**src/rtl/tmr_pkg.sv**
```systemverilog
// Package: shared encodings for the compare-match timer.
// Assumes: a 3-bit register address space and 2-bit action and clear fields.
package tmr_pkg;

    // Register addresses on the register port
    localparam logic [2:0] ADDR_CNT   = 3'd0;
    localparam logic [2:0] ADDR_CMPA  = 3'd1;
    localparam logic [2:0] ADDR_CMPB  = 3'd2;
    localparam logic [2:0] ADDR_CTRL0 = 3'd3;
    localparam logic [2:0] ADDR_CTRL1 = 3'd4;
    localparam logic [2:0] ADDR_STAT  = 3'd5;

    // Action that a compare event applies to the waveform output
    typedef enum logic [1:0] {
        ACT_NONE = 2'b00,
        ACT_CLR  = 2'b01,
        ACT_SET  = 2'b10,
        ACT_TGL  = 2'b11
    } out_act_e;

    // Source that clears the counter
    typedef enum logic [1:0] {
        CLR_NONE = 2'b00,
        CLR_CMPA = 2'b01,
        CLR_CMPB = 2'b10,
        CLR_EXT  = 2'b11
    } clr_src_e;

    // Trigger edge selection
    typedef enum logic [1:0] {
        TEDGE_RISE = 2'b00,
        TEDGE_FALL = 2'b01,
        TEDGE_BOTH = 2'b10,
        TEDGE_ANY  = 2'b11
    } trig_edge_e;

endpackage

```
**src/rtl/tmr_edge_sync.sv**
```systemverilog
// Module: tmr_edge_sync
// Brings one asynchronous pin into the clock domain through a chain of
// STAGES flip-flops and gives a one-cycle pulse for each rising and each
// falling edge of the synchronized level.
// Assumes: the pin holds each level for at least STAGES+1 clock cycles.
module tmr_edge_sync #(
    parameter int STAGES = 2
) (
    input  logic clk,
    input  logic rst_n,
    input  logic pin,
    output logic rise,
    output logic fall
);

    logic [STAGES-1:0] sync_q;
    logic              prev_q;

    // Shift the pin through the synchronizer and keep the last synced level
    always_ff @(posedge clk) begin
        if (!rst_n) begin
            sync_q <= '0;
            prev_q <= 1'b0;
        end else begin
            sync_q <= {sync_q[STAGES-2:0], pin};
            prev_q <= sync_q[STAGES-1];
        end
    end

    assign rise = sync_q[STAGES-1] & ~prev_q;
    assign fall = ~sync_q[STAGES-1] & prev_q;

    // An edge pulse never lasts more than one cycle
    assert_edge_single_R10: assert property (@(posedge clk) disable iff (!rst_n)
        (rise || fall) |=> !(rise || fall));

endmodule

```
**src/rtl/tmr_prescaler.sv**
```systemverilog
// Module: tmr_prescaler
// Free-running divider that gives one-cycle tick pulses at the system clock
// divided by 2**MIN_LOG, 2**(MIN_LOG+1), ... for STEPS settings.
// Assumes: the consumer picks one tick line; ticks are periodic from reset.
module tmr_prescaler #(
    parameter int STEPS   = 6,
    parameter int MIN_LOG = 2
) (
    input  logic             clk,
    input  logic             rst_n,
    output logic [STEPS-1:0] ticks
);

    localparam int PRE_W = MIN_LOG + STEPS - 1;

    logic [PRE_W-1:0] pre_q;

    // Advance the free-running divider counter
    always_ff @(posedge clk) begin
        if (!rst_n) pre_q <= '0;
        else        pre_q <= pre_q + 1'b1;
    end

    for (genvar k = 0; k < STEPS; k++) begin : g_tick
        assign ticks[k] = &pre_q[MIN_LOG+k-1:0];
    end

    // The fastest tick never fires in two consecutive cycles
    assert_tick_spacing_R2: assert property (@(posedge clk) disable iff (!rst_n)
        ticks[0] |=> !ticks[0]);

endmodule

```
**src/rtl/tmr_wave_out.sv**
```systemverilog
// Module: tmr_wave_out
// Holds the waveform output and applies the actions of compare events.
// If both events occur in the same cycle, the B action applies unless it
// is "none".
// Assumes: each event input is a single-cycle pulse aligned to a count tick.
module tmr_wave_out
    import tmr_pkg::*;
(
    input  logic     clk,
    input  logic     rst_n,
    input  logic     evt_a,
    input  logic     evt_b,
    input  out_act_e act_a,
    input  out_act_e act_b,
    output logic     wave
);

    out_act_e act_sel;
    logic     wave_d;

    // Choose the action that wins this cycle
    always_comb begin
        act_sel = ACT_NONE;
        if (evt_b && act_b != ACT_NONE) act_sel = act_b;
        else if (evt_a)                 act_sel = act_a;
    end

    // Work out the next output level from the winning action
    always_comb begin
        case (act_sel)
            ACT_CLR: wave_d = 1'b0;
            ACT_SET: wave_d = 1'b1;
            ACT_TGL: wave_d = ~wave;
            default: wave_d = wave;
        endcase
    end

    // Register the output level
    always_ff @(posedge clk) begin
        if (!rst_n) wave <= 1'b0;
        else        wave <= wave_d;
    end

    // A set on A with no competing B action drives the output high
    assert_set_on_a_R8: assert property (@(posedge clk) disable iff (!rst_n)
        (evt_a && act_a == ACT_SET && !(evt_b && act_b != ACT_NONE)) |=> wave);

    // A clear on B always wins
    assert_b_clear_wins_R8: assert property (@(posedge clk) disable iff (!rst_n)
        (evt_b && act_b == ACT_CLR) |=> !wave);

endmodule

```
**src/rtl/cm_timer.sv**
```systemverilog
// Module: cm_timer (top)
// 8-bit compare-match timer. The count clock is prescaled or external, the
// clear source is selectable, the start can be gated by a trigger edge, and
// one waveform output is driven by per-compare actions. Status flags feed a
// combined interrupt.
// Assumes: the register port is written one register per cycle, and reads
// are combinational. CNT_W is at least 8 because the control fields sit in
// the low byte.
module cm_timer
    import tmr_pkg::*;
#(
    parameter int CNT_W       = 8,
    parameter int PRE_STEPS   = 6,
    parameter int SYNC_STAGES = 2
) (
    input  logic             clk,
    input  logic             rst_n,
    input  logic [2:0]       reg_addr,
    input  logic             reg_wr,
    input  logic [CNT_W-1:0] reg_wdata,
    output logic [CNT_W-1:0] reg_rdata,
    input  logic             trig_in,
    input  logic             ext_clk_in,
    input  logic             ext_clr_in,
    output logic             wave_out,
    output logic             irq
);

    localparam int                SEL_W   = 3;
    localparam int                N_PINS  = 3;
    localparam int                PIN_TRG = 2;
    localparam int                PIN_CLK = 1;
    localparam int                PIN_CLR = 0;
    localparam logic [SEL_W-1:0]  SEL_EXT = SEL_W'(PRE_STEPS + 1);

    // ---------------- register state ----------------
    logic [CNT_W-1:0] cnt_q, cmp_a_q, cmp_b_q;
    logic             ie_b_q, ie_a_q, ie_ov_q;
    clr_src_e         clr_q;
    logic [SEL_W-1:0] sel_q;
    logic             trg_en_q;
    trig_edge_e       trg_edge_q;
    logic             cmfa_q, cmfb_q, ovf_q;
    logic [3:0]       os_q;
    logic             run_q;

    // ---------------- write decode ----------------
    logic wr_cnt, wr_cmpa, wr_cmpb, wr_ctrl0, wr_ctrl1, wr_stat;
    assign wr_cnt   = reg_wr && reg_addr == ADDR_CNT;
    assign wr_cmpa  = reg_wr && reg_addr == ADDR_CMPA;
    assign wr_cmpb  = reg_wr && reg_addr == ADDR_CMPB;
    assign wr_ctrl0 = reg_wr && reg_addr == ADDR_CTRL0;
    assign wr_ctrl1 = reg_wr && reg_addr == ADDR_CTRL1;
    assign wr_stat  = reg_wr && reg_addr == ADDR_STAT;

    logic wdata_unused;
    assign wdata_unused = ^reg_wdata[CNT_W-1:3];

    // ---------------- pin synchronizers ----------------
    logic [N_PINS-1:0] pins, edge_rise, edge_fall;
    logic              fall_unused;
    assign pins        = {trig_in, ext_clk_in, ext_clr_in};
    assign fall_unused = ^edge_fall[PIN_CLK:PIN_CLR];

    for (genvar i = 0; i < N_PINS; i++) begin : g_sync
        tmr_edge_sync #(.STAGES(SYNC_STAGES)) u_sync (
            .clk  (clk),
            .rst_n(rst_n),
            .pin  (pins[i]),
            .rise (edge_rise[i]),
            .fall (edge_fall[i])
        );
    end

    // ---------------- prescaler and clock select ----------------
    logic [PRE_STEPS-1:0] pre_ticks;
    logic                 tick;

    tmr_prescaler #(.STEPS(PRE_STEPS), .MIN_LOG(2)) u_pre (
        .clk  (clk),
        .rst_n(rst_n),
        .ticks(pre_ticks)
    );

    // Pick the count tick named by the clock-select field
    always_comb begin
        tick = 1'b0;
        for (int k = 0; k < PRE_STEPS; k++) begin
            if (sel_q == SEL_W'(k + 1)) tick = pre_ticks[k];
        end
        if (sel_q == SEL_EXT) tick = edge_rise[PIN_CLK];
    end

    // ---------------- counting control ----------------
    logic trig_hit, running, count_en, evt_a, evt_b, clr_by_cmp, ext_clr_hit, wrap;

    // Detect the selected trigger edge
    always_comb begin
        case (trg_edge_q)
            TEDGE_RISE: trig_hit = edge_rise[PIN_TRG];
            TEDGE_FALL: trig_hit = edge_fall[PIN_TRG];
            default:    trig_hit = edge_rise[PIN_TRG] | edge_fall[PIN_TRG];
        endcase
    end

    assign running     = trg_en_q ? run_q : 1'b1;
    assign count_en    = tick && running;
    assign evt_a       = count_en && (cnt_q == cmp_a_q);
    assign evt_b       = count_en && (cnt_q == cmp_b_q);
    assign clr_by_cmp  = (clr_q == CLR_CMPA && evt_a) || (clr_q == CLR_CMPB && evt_b);
    assign ext_clr_hit = (clr_q == CLR_EXT) && edge_rise[PIN_CLR];
    assign wrap        = count_en && !clr_by_cmp && (cnt_q == {CNT_W{1'b1}});

    // Update the counter: software write, then clears, then increment
    always_ff @(posedge clk) begin
        if (!rst_n)                          cnt_q <= '0;
        else if (wr_cnt)                     cnt_q <= reg_wdata;
        else if (ext_clr_hit || clr_by_cmp)  cnt_q <= '0;
        else if (count_en)                   cnt_q <= cnt_q + 1'b1;
    end

    // Start on a trigger edge; stop after a compare-A clear in triggered mode
    always_ff @(posedge clk) begin
        if (!rst_n)                              run_q <= 1'b0;
        else if (!trg_en_q)                      run_q <= 1'b0;
        else if (trig_hit)                       run_q <= 1'b1;
        else if (clr_q == CLR_CMPA && evt_a)     run_q <= 1'b0;
    end

    // Hold the compare and control registers written by software
    always_ff @(posedge clk) begin
        if (!rst_n) begin
            cmp_a_q    <= '0;
            cmp_b_q    <= '0;
            ie_b_q     <= 1'b0;
            ie_a_q     <= 1'b0;
            ie_ov_q    <= 1'b0;
            clr_q      <= CLR_NONE;
            sel_q      <= '0;
            trg_en_q   <= 1'b0;
            trg_edge_q <= TEDGE_RISE;
            os_q       <= '0;
        end else begin
            if (wr_cmpa) cmp_a_q <= reg_wdata;
            if (wr_cmpb) cmp_b_q <= reg_wdata;
            if (wr_ctrl0) begin
                ie_b_q  <= reg_wdata[7];
                ie_a_q  <= reg_wdata[6];
                ie_ov_q <= reg_wdata[5];
                clr_q   <= clr_src_e'(reg_wdata[4:3]);
                sel_q   <= reg_wdata[2:0];
            end
            if (wr_ctrl1) begin
                trg_en_q   <= reg_wdata[0];
                trg_edge_q <= trig_edge_e'(reg_wdata[2:1]);
            end
            if (wr_stat) os_q <= reg_wdata[3:0];
        end
    end

    // Set flags on events; a software 0 clears them, hardware set wins
    always_ff @(posedge clk) begin
        if (!rst_n) begin
            cmfa_q <= 1'b0;
            cmfb_q <= 1'b0;
            ovf_q  <= 1'b0;
        end else begin
            if (evt_a)                          cmfa_q <= 1'b1;
            else if (wr_stat && !reg_wdata[6])  cmfa_q <= 1'b0;
            if (evt_b)                          cmfb_q <= 1'b1;
            else if (wr_stat && !reg_wdata[7])  cmfb_q <= 1'b0;
            if (wrap)                           ovf_q  <= 1'b1;
            else if (wr_stat && !reg_wdata[5])  ovf_q  <= 1'b0;
        end
    end

    assign irq = (cmfa_q & ie_a_q) | (cmfb_q & ie_b_q) | (ovf_q & ie_ov_q);

    // ---------------- waveform output ----------------
    tmr_wave_out u_wave (
        .clk  (clk),
        .rst_n(rst_n),
        .evt_a(evt_a),
        .evt_b(evt_b),
        .act_a(out_act_e'(os_q[1:0])),
        .act_b(out_act_e'(os_q[3:2])),
        .wave (wave_out)
    );

    // ---------------- read path ----------------
    // Return the register at the selected address
    always_comb begin
        case (reg_addr)
            ADDR_CNT:   reg_rdata = cnt_q;
            ADDR_CMPA:  reg_rdata = cmp_a_q;
            ADDR_CMPB:  reg_rdata = cmp_b_q;
            ADDR_CTRL0: reg_rdata = CNT_W'({ie_b_q, ie_a_q, ie_ov_q, clr_q, sel_q});
            ADDR_CTRL1: reg_rdata = CNT_W'({trg_edge_q, trg_en_q});
            ADDR_STAT:  reg_rdata = CNT_W'({cmfb_q, cmfa_q, ovf_q, 1'b0, os_q});
            default:    reg_rdata = '0;
        endcase
    end

    // ---------------- assertions ----------------
    // A compare clear leaves the counter at zero
    assert_cmp_clear_R7: assert property (@(posedge clk) disable iff (!rst_n)
        (clr_by_cmp && !wr_cnt) |=> (cnt_q == '0));

    // A wrap raises the overflow flag
    assert_wrap_flag_R4: assert property (@(posedge clk) disable iff (!rst_n)
        wrap |=> ovf_q);

    // Armed but not started: the counter holds
    assert_hold_armed_R10: assert property (@(posedge clk) disable iff (!rst_n)
        (trg_en_q && !run_q && !trig_hit && !wr_cnt && !ext_clr_hit) |=> $stable(cnt_q));

    // A one-shot stops after its compare-A clear
    assert_oneshot_stop_R11: assert property (@(posedge clk) disable iff (!rst_n)
        (trg_en_q && clr_q == CLR_CMPA && evt_a && !trig_hit) |=> !run_q);

    // No interrupt while all enables are off
    assert_irq_masked_R5: assert property (@(posedge clk) disable iff (!rst_n)
        (!ie_a_q && !ie_b_q && !ie_ov_q) |-> !irq);

endmodule

```
**config.mk**
```make
export PLATFORM = sky130hd
export DESIGN_NAME = cm_timer
export DESIGN_NICKNAME = d
export VERILOG_FILES = /design/src/rtl/tmr_pkg.sv /design/src/rtl/tmr_edge_sync.sv /design/src/rtl/tmr_prescaler.sv /design/src/rtl/tmr_wave_out.sv /design/src/rtl/cm_timer.sv
export SDC_FILE = /design/constraint.sdc
export NUM_CORES = 1
export LEC_CHECK = 0
export BUFFER_PORTS_ARGS = -buffer_cell sky130_fd_sc_hd__buf_2
export CORE_ASPECT_RATIO = 1.2
export CORE_UTILIZATION = 35
export DETAILED_ROUTE_END_ITERATION = 8
export PLACE_DENSITY = 0.61
export SYNTH_ARGS = -nofsm -noshare
export SYNTH_HDL_FRONTEND = slang
export SYNTH_SLANG_ARGS = --single-unit
export TNS_END_PERCENT = 100
```
**constraint.sdc**
```tcl
create_clock -name clk -period 2.6 [get_ports clk]
set_input_delay 0.26 -clock clk [delete_from_list [all_inputs] [get_ports clk]]
set_output_delay 0.26 -clock clk [all_outputs]
set_load 0.03 [all_outputs]
```
Word-level counts from Yosys, hierarchy flattened
Cells that the tools add are included.
W data, S select, Z words.
{"block": "totals", "elab_cells": 126, "ff_bits": 60}
{"block": "classes", "n_reduce_logical": 40, "n_addsub": 2, "bitwise_logic": 15, "eq_ne": 22, "mux": 24}
{"op": "$pmux W8 S6", "count": 1}
{"op": "$mux W8", "count": 3}
{"op": "$eq A3 B3 Y1 const B", "count": 6}
{"op": "$logic_and A1 B1 Y1", "count": 18}
{"op": "$eq A8 B8 Y1", "count": 2}
{"op": "$mux W1", "count": 16}
{"op": "$eq A3 B2 Y1 const B", "count": 4}
{"op": "$reduce_bool A2 Y1", "count": 5}
{"op": "$add A8 B1 Y8 const B", "count": 1}
{"op": "$eq A2 B2 Y1 const B", "count": 4}
{"op": "$eq A8 B8 Y1 const B", "count": 1}
{"op": "$add A7 B1 Y7 const B", "count": 1}
{"op": "$and A1 B1 Y1", "count": 7}
{"op": "$reduce_and A7 Y1", "count": 1}
{"op": "$eq A2 B1 Y1 const B", "count": 3}
{"op": "$eq A3 B1 Y1 const B", "count": 2}
{"op": "$reduce_and A6 Y1", "count": 1}
{"op": "$reduce_bool A3 Y1", "count": 2}
{"op": "$not A1 Y1", "count": 5}
{"op": "$reduce_and A5 Y1", "count": 1}
{"op": "$logic_not A1 Y1", "count": 4}
{"op": "$mux W2", "count": 2}
{"op": "$reduce_and A2 Y1", "count": 2}
{"op": "$reduce_and A4 Y1", "count": 1}
{"op": "7 further kinds", "count": 10}

Logic depth before layout (Yosys ltp)
{"block": "logic_depth", "ltp_word": 16, "mapped_depth": 8}

Hierarchy
Synthesis repeated with hierarchy kept, for this count alone.
{"block": "hier_totals", "cells_unflattened": 356, "area_unflattened_um2": 3191.8}
{"module": "cm_timer", "seq_area_each_um2": 860.8, "area_per_inst_um2": 2526.2, "cells_per_inst": 289, "n_inst": 1}
{"module": "tmr_prescaler", "seq_area_each_um2": 140.1, "area_per_inst_um2": 324.1, "cells_per_inst": 34, "n_inst": 1}
{"module": "tmr_edge_sync", "seq_area_each_um2": 60.1, "area_per_inst_um2": 91.3, "cells_per_inst": 8, "n_inst": 3}
{"module": "tmr_wave_out", "seq_area_each_um2": 20.0, "area_per_inst_um2": 67.6, "cells_per_inst": 9, "n_inst": 1}

Worst setup path before layout
OpenSTA, ideal clock, no wires.
{"block": "synth_timing", "path_kind": "input -> output", "start": "in reg_addr[0]", "end": "out reg_rdata[1]", "path_buffers": 2, "required_time_ns": 2.340, "arrival_ns": 1.804, "path_slack_ns": 0.536, "cell_stages": 5, "path_cell_list": "buf_2 buf_1 and2_1 a22oi_1 o21ai_0"}
{"block": "synth_via", "elab_chain_len": 2, "elab_cells_between_ends": 7, "classes_between": "5 x eq/ne; 1 x mux; 1 x reduce/logical"}
{"item": "start: declaration", "line_no": "cm_timer.sv:18", "text": "input logic [2:0] reg_addr,"}
{"item": "$eq A3 B3 Y1 (tied with other cells)", "line_no": "cm_timer.sv:193", "text": "case (reg_addr)"}
{"item": "$pmux W8 S6 (*)", "line_no": "cm_timer.sv:193"}
{"item": "end: declaration", "line_no": "cm_timer.sv:21", "text": "output logic [CNT_W-1:0] reg_rdata,"}
Every way passes the cells marked *; elsewhere a longest branch is shown, timed or not.

Final worst setup path
{"block": "layout_timing", "start": "reg u_pre.pre_q[0]", "end": "reg cnt_q[3]"}
{"block": "layout_via", "elab_chain_len": 15, "elab_cells_between_ends": 23, "classes_between": "9 x mux; 14 x reduce/logical"}
{"item": "start: declaration", "line_no": "tmr_prescaler.sv:16", "text": "logic [PRE_W-1:0] pre_q;"}
{"item": "start signal: assignment", "line_no": "tmr_prescaler.sv:21", "text": "else pre_q <= pre_q + 1'b1;"}
{"item": "$reduce_and A2 Y1", "line_no": "tmr_prescaler.sv:25", "text": "assign ticks[k] = &pre_q[MIN_LOG+k-1:0];"}
{"item": "$mux W1 (5 in a row)", "line_no": "cm_timer.sv:89", "text": "if (sel_q == SEL_W'(k + 1)) tick = pre_ticks[k];"}
{"item": "$mux W1 (*)", "line_no": "cm_timer.sv:89"}
{"item": "$mux W1 (*)", "line_no": "cm_timer.sv:91", "text": "if (sel_q == SEL_EXT) tick = edge_rise[PIN_CLK];"}
{"item": "$logic_and A1 B1 Y1 (*)", "line_no": "cm_timer.sv:107", "text": "assign count_en = tick && running;"}
{"item": "$logic_and A1 B1 Y1 (on tied branches)", "line_no": "cm_timer.sv:108, cm_timer.sv:109"}
{"item": "$logic_and A1 B1 Y1", "line_no": "cm_timer.sv:110", "text": "assign clr_by_cmp = (clr_q == CLR_CMPA && evt_a) || (clr_q == CLR_CMPB && evt_b);"}
{"item": "$logic_or A1 B1 Y1", "line_no": "cm_timer.sv:110"}
{"item": "$logic_or A1 B1 Y1", "line_no": "cm_timer.sv:118", "text": "else if (ext_clr_hit || clr_by_cmp) cnt_q <= '0;"}
{"item": "$mux W8", "line_no": "cm_timer.sv:118"}
{"item": "$mux W8", "line_no": "cm_timer.sv:117", "text": "else if (wr_cnt) cnt_q <= reg_wdata;"}
{"item": "end signal: assignment", "line_no": "cm_timer.sv:117"}
{"item": "end signal: assignment", "line_no": "cm_timer.sv:119", "text": "else if (count_en) cnt_q <= cnt_q + 1'b1;"}
{"item": "end: declaration", "line_no": "cm_timer.sv:37", "text": "logic [CNT_W-1:0] cnt_q, cmp_a_q, cmp_b_q;"}
Marked as above.
A chain may end at the register's enable or synchronous reset.

==> metrics.yaml <==
logic_synthesis:
  synth_top_cell_by_area: "dfxtp_1"
  synth_top_family_by_area: "simple AND/OR/NAND/NOR gates"
  synth-xor-area-share: 0.05079
  synthMuxAreaShare: 0.06887
  yosys-top-cells-count: "nand2_1 (65), dfxtp_1 (60), a21oi_1 (36), nor2_1 (17), and2_1 (14)"
  synth-simple-area-share: 0.2197
  syn-instance-count: 374
  synth-edff-count: 0
  syn_nets: 397
  synthesis.area_um2: 3252
  yosysMostFrequentCell: "nand2_1"
  synthAdderAreaFrac: 0.02309
  synth_compound_area_frac: 0.2055
  yosysTopAreaCellShare: 0.3694
  async_flop_share: 0
  ys_seq_area_frac: 0.3694
  syn_area_per_cell_um2: 8.695
  ys.warnings.count: 0
  ys_ff_latch: 60
  synthTopCellsByArea: "dfxtp_1 (37%), nand2_1 (7.5%), a21oi_1 (5.5%), mux2i_1 (3.1%), and2_1 (2.7%)"
  synth.distinct_cells: 63
  synth_ff_type: "dfxtp_1"
grt:
  antenna_found_initial: 0
  grt_pass1_vias: 2797
  grtUsageTotal: 0.1921
  overflow: 0
  grt_max_degree: 44
  grt_first_pass_wirelength_um: 14350
sta:
  fin_crit_ns: 2.214
  hold_violations: 0
  slew_violations: 0
  worstMarginPinSlew_ns: 0.6161
  maxSlewHeadroom: 0.5889
  fin_skew_ns: 0.009763
  setup-tns-final_ns: 0
  finalWorstSetupSlack_ns: 0.3857
  period_share: 0.8517
  setup_viol: 0
  rsz0062_at_grt: "no"
  clock.fmax_mhz: 451.6
  whs_ns: 0.1216
worst_setup_path:
  cpMaxStageDelayCell: "a41oi_2"
  crit_fanout: 7
  cp_data_arrival_time_ns: 2.45
  start_kind: "register"
  cp_cell_sequence: "ha_1 > and3_1 > ha_1 > nand4bb_1 > a41oi_2 > o21ai_1 > a31o_1 > a32o_1"
  critPathMaxStageDelay_ns: 0.46
  cp-end-kind: "register"
  cp.required_ns: 2.84
  cpLargestDelayFamily: "compound AO/OA/AOI/OAI gates"
  cp.buffers_inverters: 0
  crit_top_cell: "ha_1"
  crit_type: "register to register"
layout:
  fillers: 938
  layout-drive-gt1-share: 0.1823
  fin_area_um2: 3636
  syn_to_final_growth_pct: 11.81
  multi_input_area_um2: 1853
  regArea_um2: 1201
  fin_cells: 515
  fin_nets: 414
  antennaDiodeCount: 0
detailed_routing:
  drtIter0Drc: 312
  viasPerCell: 5.590
  wire_per_inst_um: 16.71
  route.detailed.drc: 0
  firstDrtPassIters: 6
  route.vias.total: 2879
  postRouteWirelength_um: 8608
  ant_nets: 0
cts:
  ctsLongestPathBuffers: 2
  hold_buffers: 0
  cts_tree: "built"
  path_clk_slew_ns: 0.07
  clock_sinks: 60
  cts_buffers: 9
  cts_setup_buffers: 0
  cts_root_buffer: "clkbuf_8"
  clk_latency_ns: 0.34
  cts-htree-levels: 3
power_and_ir_drop:
  static-leakage-power_nw: 1.376
  vdd_ir_drop_max_mv: 0.2961
  power_density_nw_per_um2: 577.9
place:
  dp.cells: 500
  placed_cell_area_um2: 3406
  port-buffer-count: 26
  pre_cts_slack_ns: 0.2486
  place.gp.congestion: 0.9773
  dp_hpwl_um: 6340
die:
  fp.dieArea_um2: 9682
  rows: 38
  coreArea_um2: 9034
  fp.dieH_um: 107.6
  ios: 27
  initial_core_util: 0.3600
  die_w_um: 89.99
hold_path:
  hold_path_class: "input port to register"
run_status:
  status: "finished clean"
flow_run:
  cap_violations: 0
==> area by class of cell <==
type                    count  area share
clock buffers              11     0.04164
clock inverters             4     0.01996
inverters                  11     0.01514
multi-input cells         280      0.5096
flip-flops and latches     60      0.3304
well taps                 120     0.04129
repair buffers             29     0.04198
==> power by group <==
group / switching, mW / internal (mW)
registers: 0.0219 / 0.940
clock network: 0.373 / 0.585
logic: 0.114 / 0.0674
total: 0.509 / 1.59
==> sequential cells by signal (all words and copies together), names as in the netlist, 2 cells and up <==
register and cells:
clr_q 2, os_q 4, u_pre.pre_q 7, cmp_a_q 8
cnt_q 8, cmp_b_q 8, sel_q 3, g_sync.u_sync.prev_q 3
g_sync.u_sync.sync_q 6, trg_edge_q 2
==> what timing repair did <==
item,in CTS,in global routing
gates resized for setup,0,1
setup endpoints to repair,0,2
endpoints found under the hold margin,0,0
==> final timing paths <==
check | startpoint | endpoint | slack [ns] | cells past startpoint
worst max register to register | u_pre.pre_q[0]$_SDFF_PN0_ | cnt_q[3]$_SDFFE_PN0P_ | 0.39 | 8
worst min register to register | g_sync[1].u_sync.sync_q[0]$_SDFF_PN0_ | g_sync[1].u_sync.sync_q[1]$_SDFF_PN0_ | 0.43 | 1
worst min-delay path | ext_clr_in | g_sync[0].u_sync.sync_q[0]$_SDFF_PN0_ | 0.12 | 2
worst max-delay path | u_pre.pre_q[0]$_SDFF_PN0_ | cnt_q[3]$_SDFFE_PN0P_ | 0.39 | 8
==> through the flow <==
stage / util / power [mW]
floorplan: - / 1.103
global placement: 0.3770 / 1.158
detailed placement: 0.3770 / 1.161
CTS: 0.4018 / 2.122
global route: 0.4025 / 2.191
finish: 0.4025 / 2.101
==> kinds of logic after synthesis <==
| family | count (synthesis) |
|---|---|
| adder cells (fa/ha/maj) | 6 |
| multiplexers | 18 |
| XOR/XNOR | 18 |
| buffers and inverters | 34 |
| AND/OR/NAND/NOR | 141 |
| flip-flops | 60 |
| AO/OA/AOI/OAI | 97 |
==> cells in the final DEF, fill, tap and decap left out, types with 5 or more instances in the layout <==
| master | Yosys | final |
|---|---|---|
| xnor2_1 | 8 | 8 |
| clkbuf_8 | 0 | 11 |
| mux2i_1 | 10 | 10 |
| nor2b_1 | 5 | 5 |
| dfxtp_1 | 60 | 60 |
| xor2_1 | 9 | 9 |
| o21ai_0 | 11 | 11 |
| buf_2 | 2 | 26 |
| mux2_2 | 5 | 5 |
| a32o_1 | 5 | 5 |
| nor2_1 | 17 | 17 |
| a22oi_1 | 11 | 11 |
| inv_1 | 10 | 10 |
| o22ai_1 | 7 | 7 |
| and2_1 | 14 | 14 |
| nand2_1 | 65 | 65 |
| a21oi_1 | 36 | 36 |
| nand3_1 | 9 | 9 |
| and3_1 | 6 | 6 |
| ha_1 | 6 | 6 |
==> routing by layer <==
| metal | wire length, µm | vias to the layer above | GRT usage |
|---|---|---|---|
| met2 | 3922 | 128 | 0.3011 |
| li1 | - | 1367 | - |
| met3 | 532 | 33 | 0.04237 |
| met4 | 404 | 0 | 0.1141 |
| met5 | 0 | - | 0 |
| met1 | 3748 | 1351 | 0.2427 |
No activity file was read; power rests on OpenSTA's default activity.
